--- config.mk ---
export PLATFORM = sky130hd
export DESIGN_NAME = supply_guard
export DESIGN_NICKNAME = d
export VERILOG_FILES = /design/src/rtl/guard_pkg.sv /design/src/rtl/guard_sync.sv /design/src/rtl/guard_datapath.sv /design/src/rtl/guard_control.sv /design/src/rtl/supply_guard.sv
export SDC_FILE = /design/constraint.sdc
export NUM_CORES = 1
export LEC_CHECK = 0
export BUFFER_PORTS_ARGS = -buffer_cell sky130_fd_sc_hd__buf_2
export CAP_MARGIN = 20
export CORE_MARGIN = 1
export CORE_UTILIZATION = 42
export DETAILED_ROUTE_END_ITERATION = 8
export GPL_ROUTABILITY_DRIVEN = 1
export PLACE_DENSITY = 0.67
export SETUP_SLACK_MARGIN = 0.1
export SLEW_MARGIN = 20
export SYNTH_ARGS = -nofsm -noshare
export SYNTH_HDL_FRONTEND = slang
export SYNTH_SLANG_ARGS = --single-unit
--- constraint.sdc ---
create_clock -name clk -period 1.46 [get_ports clk]
set_input_delay 0.438 -clock clk [delete_from_list [all_inputs] [get_ports clk]]
set_output_delay 0.438 -clock clk [all_outputs]
set_load 0.03 [all_outputs]
--- src/rtl/guard_pkg.sv ---
package guard_pkg;

  typedef struct packed {
    logic altSel;
    logic rstEn;
    logic stopDetEn;
    logic detEn;
  } guardCfg_t;

  localparam guardCfg_t CFG_DEFAULT = '{altSel: 1'b0, rstEn: 1'b1, stopDetEn: 1'b0, detEn: 1'b1};

  typedef enum logic [1:0] {
    ST_RUN      = 2'd0,
    ST_POR_HOLD = 2'd1,
    ST_LVD_HOLD = 2'd2
  } guardState_e;

  typedef struct packed {
    logic porEvent;
    logic lvdEvent;
    logic warnSet;
    logic stopEnter;
    logic stopExit;
    logic cntStep;
  } guardStrobes_t;

endpackage

--- src/rtl/guard_sync.sv ---
module guard_sync #(
  parameter int STAGES = 2
) (
  input  logic clk,
  input  logic rstN,
  input  logic din,
  output logic dout
);
  logic [STAGES-1:0] pipe;

  always_ff @(posedge clk or negedge rstN) begin
    if (!rstN) pipe <= '1;
    else       pipe <= {pipe[STAGES-2:0], din};
  end

  assign dout = pipe[STAGES-1];
endmodule

--- src/rtl/guard_datapath.sv ---
module guard_datapath
  import guard_pkg::*;
#(
  parameter int SYNC_STAGES = 2,
  parameter int HOLD_CYCLES = 8
) (
  input  logic          clk,
  input  logic          coldRstN,
  input  logic          belowRearm,
  input  logic          belowLow,
  input  logic          belowAlt,
  input  logic          cfgWrEn,
  input  logic [3:0]    cfgWrData,
  input  logic          warnClr,
  input  logic          stopKind,
  input  guardStrobes_t strobes,
  output logic          syncRearm,
  output logic          syncLow,
  output logic          syncAlt,
  output guardCfg_t     cfg,
  output logic [1:0]    rstStatus,
  output logic          warnFlag,
  output logic          stopActive,
  output logic          stopIs2,
  output logic          cntDone
);
  localparam int NUM_CMP = 3;
  localparam int CNT_W   = $clog2(HOLD_CYCLES + 1);
  localparam logic [CNT_W-1:0] CNT_LAST = CNT_W'(HOLD_CYCLES - 1);

  logic [NUM_CMP-1:0] rawVec;
  logic [NUM_CMP-1:0] syncVec;
  logic [CNT_W-1:0]   holdCnt;

  assign rawVec = {belowAlt, belowLow, belowRearm};

  for (genvar i = 0; i < NUM_CMP; i++) begin : g_sync
    guard_sync #(.STAGES(SYNC_STAGES)) u_sync (
      .clk  (clk),
      .rstN (coldRstN),
      .din  (rawVec[i]),
      .dout (syncVec[i])
    );
  end

  assign syncRearm = syncVec[0];
  assign syncLow   = syncVec[1];
  assign syncAlt   = syncVec[2];

  // configuration bits
  always_ff @(posedge clk or negedge coldRstN) begin
    if (!coldRstN)             cfg <= CFG_DEFAULT;
    else if (strobes.porEvent) cfg <= CFG_DEFAULT;
    else if (cfgWrEn)          cfg <= guardCfg_t'(cfgWrData);
  end

  // reset cause record: only the latest event
  always_ff @(posedge clk or negedge coldRstN) begin
    if (!coldRstN)             rstStatus <= 2'b11;
    else if (strobes.porEvent) rstStatus <= 2'b11;
    else if (strobes.lvdEvent) rstStatus <= 2'b01;
  end

  // sticky warning, set wins over clear
  always_ff @(posedge clk or negedge coldRstN) begin
    if (!coldRstN)             warnFlag <= 1'b0;
    else if (strobes.porEvent) warnFlag <= 1'b0;
    else if (strobes.warnSet)  warnFlag <= 1'b1;
    else if (warnClr)          warnFlag <= 1'b0;
  end

  // stop mode grant with stop2 demotion
  always_ff @(posedge clk or negedge coldRstN) begin
    if (!coldRstN) begin
      stopActive <= 1'b0;
      stopIs2    <= 1'b0;
    end else if (strobes.porEvent || strobes.lvdEvent) begin
      stopActive <= 1'b0;
      stopIs2    <= 1'b0;
    end else if (strobes.stopEnter) begin
      stopActive <= 1'b1;
      stopIs2    <= stopKind & ~(cfg.detEn & cfg.stopDetEn);
    end else if (strobes.stopExit) begin
      stopActive <= 1'b0;
      stopIs2    <= 1'b0;
    end
  end

  // release qualification counter
  always_ff @(posedge clk or negedge coldRstN) begin
    if (!coldRstN)               holdCnt <= '0;
    else if (!strobes.cntStep)   holdCnt <= '0;
    else if (holdCnt != CNT_LAST) holdCnt <= holdCnt + 1'b1;
  end

  assign cntDone = (holdCnt == CNT_LAST);
endmodule

--- src/rtl/guard_control.sv ---
module guard_control
  import guard_pkg::*;
(
  input  logic          clk,
  input  logic          coldRstN,
  input  logic          syncRearm,
  input  logic          syncLow,
  input  logic          syncAlt,
  input  guardCfg_t     cfg,
  input  logic          stopActive,
  input  logic          cntDone,
  input  logic          stopReq,
  input  logic          wakeReq,
  output guardStrobes_t strobes,
  output logic          sysRst,
  output logic          lvdActive
);
  guardState_e state, stateNext;
  logic selBelow;

  assign selBelow  = cfg.altSel ? syncAlt : syncLow;
  assign lvdActive = cfg.detEn & (~stopActive | cfg.stopDetEn);

  always_comb begin
    strobes   = '0;
    stateNext = state;
    unique case (state)
      ST_RUN: begin
        if (syncRearm) begin
          strobes.porEvent = 1'b1;
          stateNext        = ST_POR_HOLD;
        end else if (lvdActive && selBelow && cfg.rstEn) begin
          strobes.lvdEvent = 1'b1;
          stateNext        = ST_LVD_HOLD;
        end else begin
          strobes.warnSet = lvdActive & selBelow;
          if (stopActive) strobes.stopExit  = wakeReq;
          else            strobes.stopEnter = stopReq;
        end
      end
      ST_POR_HOLD: begin
        if (syncRearm) begin
          strobes.porEvent = 1'b1;
        end else if (!syncLow) begin
          strobes.cntStep = 1'b1;
          if (cntDone) stateNext = ST_RUN;
        end
      end
      ST_LVD_HOLD: begin
        if (syncRearm) begin
          strobes.porEvent = 1'b1;
          stateNext        = ST_POR_HOLD;
        end else if (!selBelow) begin
          strobes.cntStep = 1'b1;
          if (cntDone) stateNext = ST_RUN;
        end
      end
      default: stateNext = ST_POR_HOLD;
    endcase
  end

  always_ff @(posedge clk or negedge coldRstN) begin
    if (!coldRstN) state <= ST_POR_HOLD;
    else           state <= stateNext;
  end

  assign sysRst = (state != ST_RUN);
endmodule

--- src/rtl/supply_guard.sv ---
module supply_guard
  import guard_pkg::*;
#(
  parameter int SYNC_STAGES = 2,
  parameter int HOLD_CYCLES = 8
) (
  input  logic       clk,
  input  logic       coldRstN,
  input  logic       belowRearm,
  input  logic       belowLow,
  input  logic       belowAlt,
  input  logic       cfgWrEn,
  input  logic [3:0] cfgWrData,
  input  logic       warnClr,
  input  logic       stopReq,
  input  logic       stopKind,
  input  logic       wakeReq,
  output logic       sysRst,
  output logic [1:0] rstStatus,
  output logic [3:0] cfgBits,
  output logic       warnFlag,
  output logic       lvdActive,
  output logic       stopActive,
  output logic       stopIs2
);
  guardStrobes_t strobes;
  guardCfg_t     cfg;
  logic syncRearm, syncLow, syncAlt, cntDone;

  guard_datapath #(.SYNC_STAGES(SYNC_STAGES), .HOLD_CYCLES(HOLD_CYCLES)) u_dp (
    .clk        (clk),
    .coldRstN   (coldRstN),
    .belowRearm (belowRearm),
    .belowLow   (belowLow),
    .belowAlt   (belowAlt),
    .cfgWrEn    (cfgWrEn),
    .cfgWrData  (cfgWrData),
    .warnClr    (warnClr),
    .stopKind   (stopKind),
    .strobes    (strobes),
    .syncRearm  (syncRearm),
    .syncLow    (syncLow),
    .syncAlt    (syncAlt),
    .cfg        (cfg),
    .rstStatus  (rstStatus),
    .warnFlag   (warnFlag),
    .stopActive (stopActive),
    .stopIs2    (stopIs2),
    .cntDone    (cntDone)
  );

  guard_control u_ctl (
    .clk        (clk),
    .coldRstN   (coldRstN),
    .syncRearm  (syncRearm),
    .syncLow    (syncLow),
    .syncAlt    (syncAlt),
    .cfg        (cfg),
    .stopActive (stopActive),
    .cntDone    (cntDone),
    .stopReq    (stopReq),
    .wakeReq    (wakeReq),
    .strobes    (strobes),
    .sysRst     (sysRst),
    .lvdActive  (lvdActive)
  );

  assign cfgBits = cfg;
endmodule

==> results.cfg <==
[placed_design]
dp_hpwl_um = 1454
port_buffers = 23
gp_congestion = 0.8189
post-place-ws_ns = -0.07113

[synth]
yosysUniqueCellTypes = 34
avgSynthCellArea_um2 = 10.72
synth_area_mm2 = 0.001051
synth_ff_type = dfstp_2
synth_commonest_cells = 10 x dfrtp_1, 10 x dfstp_2, 9 x nor2_1
synthMuxAreaShare_pct = 5.238
synth-xor-area-share_pct = 0.8333
postSynthNetCount = 117
synth_compound_area_share_pct = 15.95
synth_top_area_share_pct = 25.00
ys_ff_latch = 20
synth_top_family_by_area = simple AND/OR/NAND/NOR gates
async_reset_ff_share_pct = 100.0
synthCells = 98
ys_top_cells_by_area = dfstp_2 25%, dfrtp_1 24%, ha_1 6.0%
yosysSeqAreaShare_pct = 48.81
synthSimpleGateAreaFrac_pct = 20.36
synth_fa_ha_area_share_pct = 5.952
synth_top_area_cell = dfstp_2
synth_edf_count = 0
yosysWarnings = 0

[floorplanning]
start_util_pct = 46.18
ios = 25
die_w_um = 52.03
placementRows = 17
die_h_um = 52.03
core_mm2 = 0.002276
die_area_mm2 = 0.002707

[global_routing]
grt_usage_pct = 20.06
grt_pass1_vias = 885
grt_pass1_wl_um = 3919
antenna_found_initial = 0
gr-total-overflow = 0
grt_start_max_net_pins = 21

[clock_network]
clock-sinks = 20
htree_levels = 1
cts_tree = yes
clkLatencyLatePin_ns = 0.30
cts-buffers-inserted = 3
clk_pin_slew_worst_paths_ns = 0.12
root_buffer = clkbuf_4
clk_path_buf_depth = 2

[detailed_routing]
wl_um = 2573
wire_per_inst_um = 14.37
drc = 0
drt_iter0_drc = 19
dr.pass1.iters = 4
vias_per_cell = 5.246
vias = 939
drtAntennaViolNets = 0

[power]
peakVddDrop_v = 0.001223
powerDensity_mw_per_mm2 = 1522
p_leak_nw = 0.7428
p_total_mw = 2.464

[run_status]
violations = negative setup slack
status = complete, but fails checks

[critical_path]
cp.required_ns = 1.02
path_max_fanout = 2
endpoint_kind = output pin
reg2reg_slack_ns = -0.20
ff2ff_path_depth = 7
r2r-start = u_ctl.state[0]
reg2reg_to = u_ctl.state[1]
cp.arrival_ns = 1.26
startpoint_type = flip-flop
critPathKind = flip-flop to output pin

[timing]
rsz0062_at_grt = yes
hold_viol = 0
final.period_utilization_pct = 116.1
fin_worst_skew_ns = 0.004633
finalSetupViolCount = 8
period_minus_slack_ns = 1.695
timing.fmax_mhz = 590.1
layout_setup_ws_ns = -0.2346
drv_slew = 0
setup_tns_ns = -1.039

[flow_run]
drv_cap = 0

[cells_and_area]
diodes = 0
nets = 171
drive_gt1_share_pct = 58.28
area_delta_synth_final_pct = 54.05

[min_path]
hold_path.class = input pin to asynchronous set/reset pin
-- power by group --
| group | switching, mW | internal (mW) |
|---|---|---|
| clock network | 0.178 | 0.277 |
| registers | 0.0618 | 0.653 |
| logic | 0.636 | 0.658 |
-- worst max path at each step --
| stage | endpoint | start | depth (start not counted) | slack (ns) |
|---|---|---|---|---|
| floorplan | u_dp.stopIs2 | u_dp.cfg[3] | 4 | -0.06 |
| global placement | u_dp.stopActive | u_ctl.state[0] | 6 | -0.05 |
| detailed placement | u_dp.stopActive | u_ctl.state[0] | 6 | -0.07 |
| CTS | sysRst | u_ctl.state[0] | 4 | -0.25 |
| global route | sysRst | u_ctl.state[0] | 4 | -0.28 |
| finish | sysRst | u_ctl.state[0] | 4 | -0.23 |
-- sequential cells by signal, summed over array words and instances, names as in the netlist --
signal / cells
u_ctl.state: 2
u_dp.rstStatus: 1
u_dp.stopActive: 1
u_dp.warnFlag: 1
u_dp.cfg: 4
u_dp.stopIs2: 1
u_dp.holdCnt: 4
u_dp.g_sync.u_sync.pipe: 6
-- repair_timing --
| item | in CTS | in global routing |
|---|---|---|
| buffers inserted | 14 | 7 |
| hold buffers | 0 | 0 |
| gates resized for setup | 28 | 10 |
| setup endpoints to repair | 17 | 20 |
| pin swaps | 16 | 2 |
-- layout make-up --
class                   instances  area, µm²
flip-flops and latches         20      516.7
clock buffers                   3      22.52
multi-input cells              72      594.3
fillers                       159      656.9
clock inverters                 1      30.03
well taps                      28      35.03
repair buffers                 51      400.4
inverters                       4      20.02
-- routing by layer --
layer  wire length, µm  GRT usage [%]  vias up
li1                  -              -      451
met1              1168          26.56      453
met2              1260          30.77       27
met3                84          3.801        8
met4                59          10.36        0
met5                 0              0        -
-- worst max-delay path, cell delays in order, from the launching register on --
cell	delay, ns
dfstp_2	0.58
inv_4	0.04
ha_4	0.16
inv_4	0.05
buf_6	0.12
-- per-stage QoR --
stage          instance area, µm²  utilization [%]  hold slack (ns)  cells
3_5_place_dp                 1290            56.68           0.3472    155
5_1_grt                      1619            71.14          0.06417    179
2_1_floorplan                1091                -           0.1424     98
6_report                     1619            71.14          0.05912    179
3_3_place_gp                 1290            56.68           0.3462    155
4_1_cts                      1548            68.00          0.06140    173
-- cells by family after synthesis --
family | Yosys count
AND/OR/NAND/NOR | 38
AO/OA/AOI/OAI | 22
flip-flops | 20
buffers and inverters | 6
adder cells (fa/ha/maj) | 5
multiplexers | 5
other | 1
XOR/XNOR | 1
-- cells in the final DEF (no fill, tap or decap), types with 2 or more instances in the layout --
cell type | netlist | layout
o21ai_0 | 4 | 2
dfrtp_1 | 10 | 7
nand2_1 | 4 | 4
a211o_1 | 2 | 2
nor2_1 | 9 | 9
ha_4 | 0 | 3
a21oi_1 | 6 | 5
dfrtp_2 | 0 | 3
nand3_1 | 4 | 3
dfstp_2 | 10 | 10
o21ai_1 | 1 | 2
mux2i_1 | 4 | 4
buf_6 | 0 | 14
o21a_1 | 3 | 3
nand2b_1 | 5 | 2
buf_2 | 0 | 14
nand4_1 | 2 | 2
clkbuf_4 | 0 | 4
nand2b_4 | 0 | 3
buf_4 | 1 | 22
nor2b_1 | 6 | 6
inv_4 | 0 | 2
No activity file was read; power rests on OpenSTA's default activity.
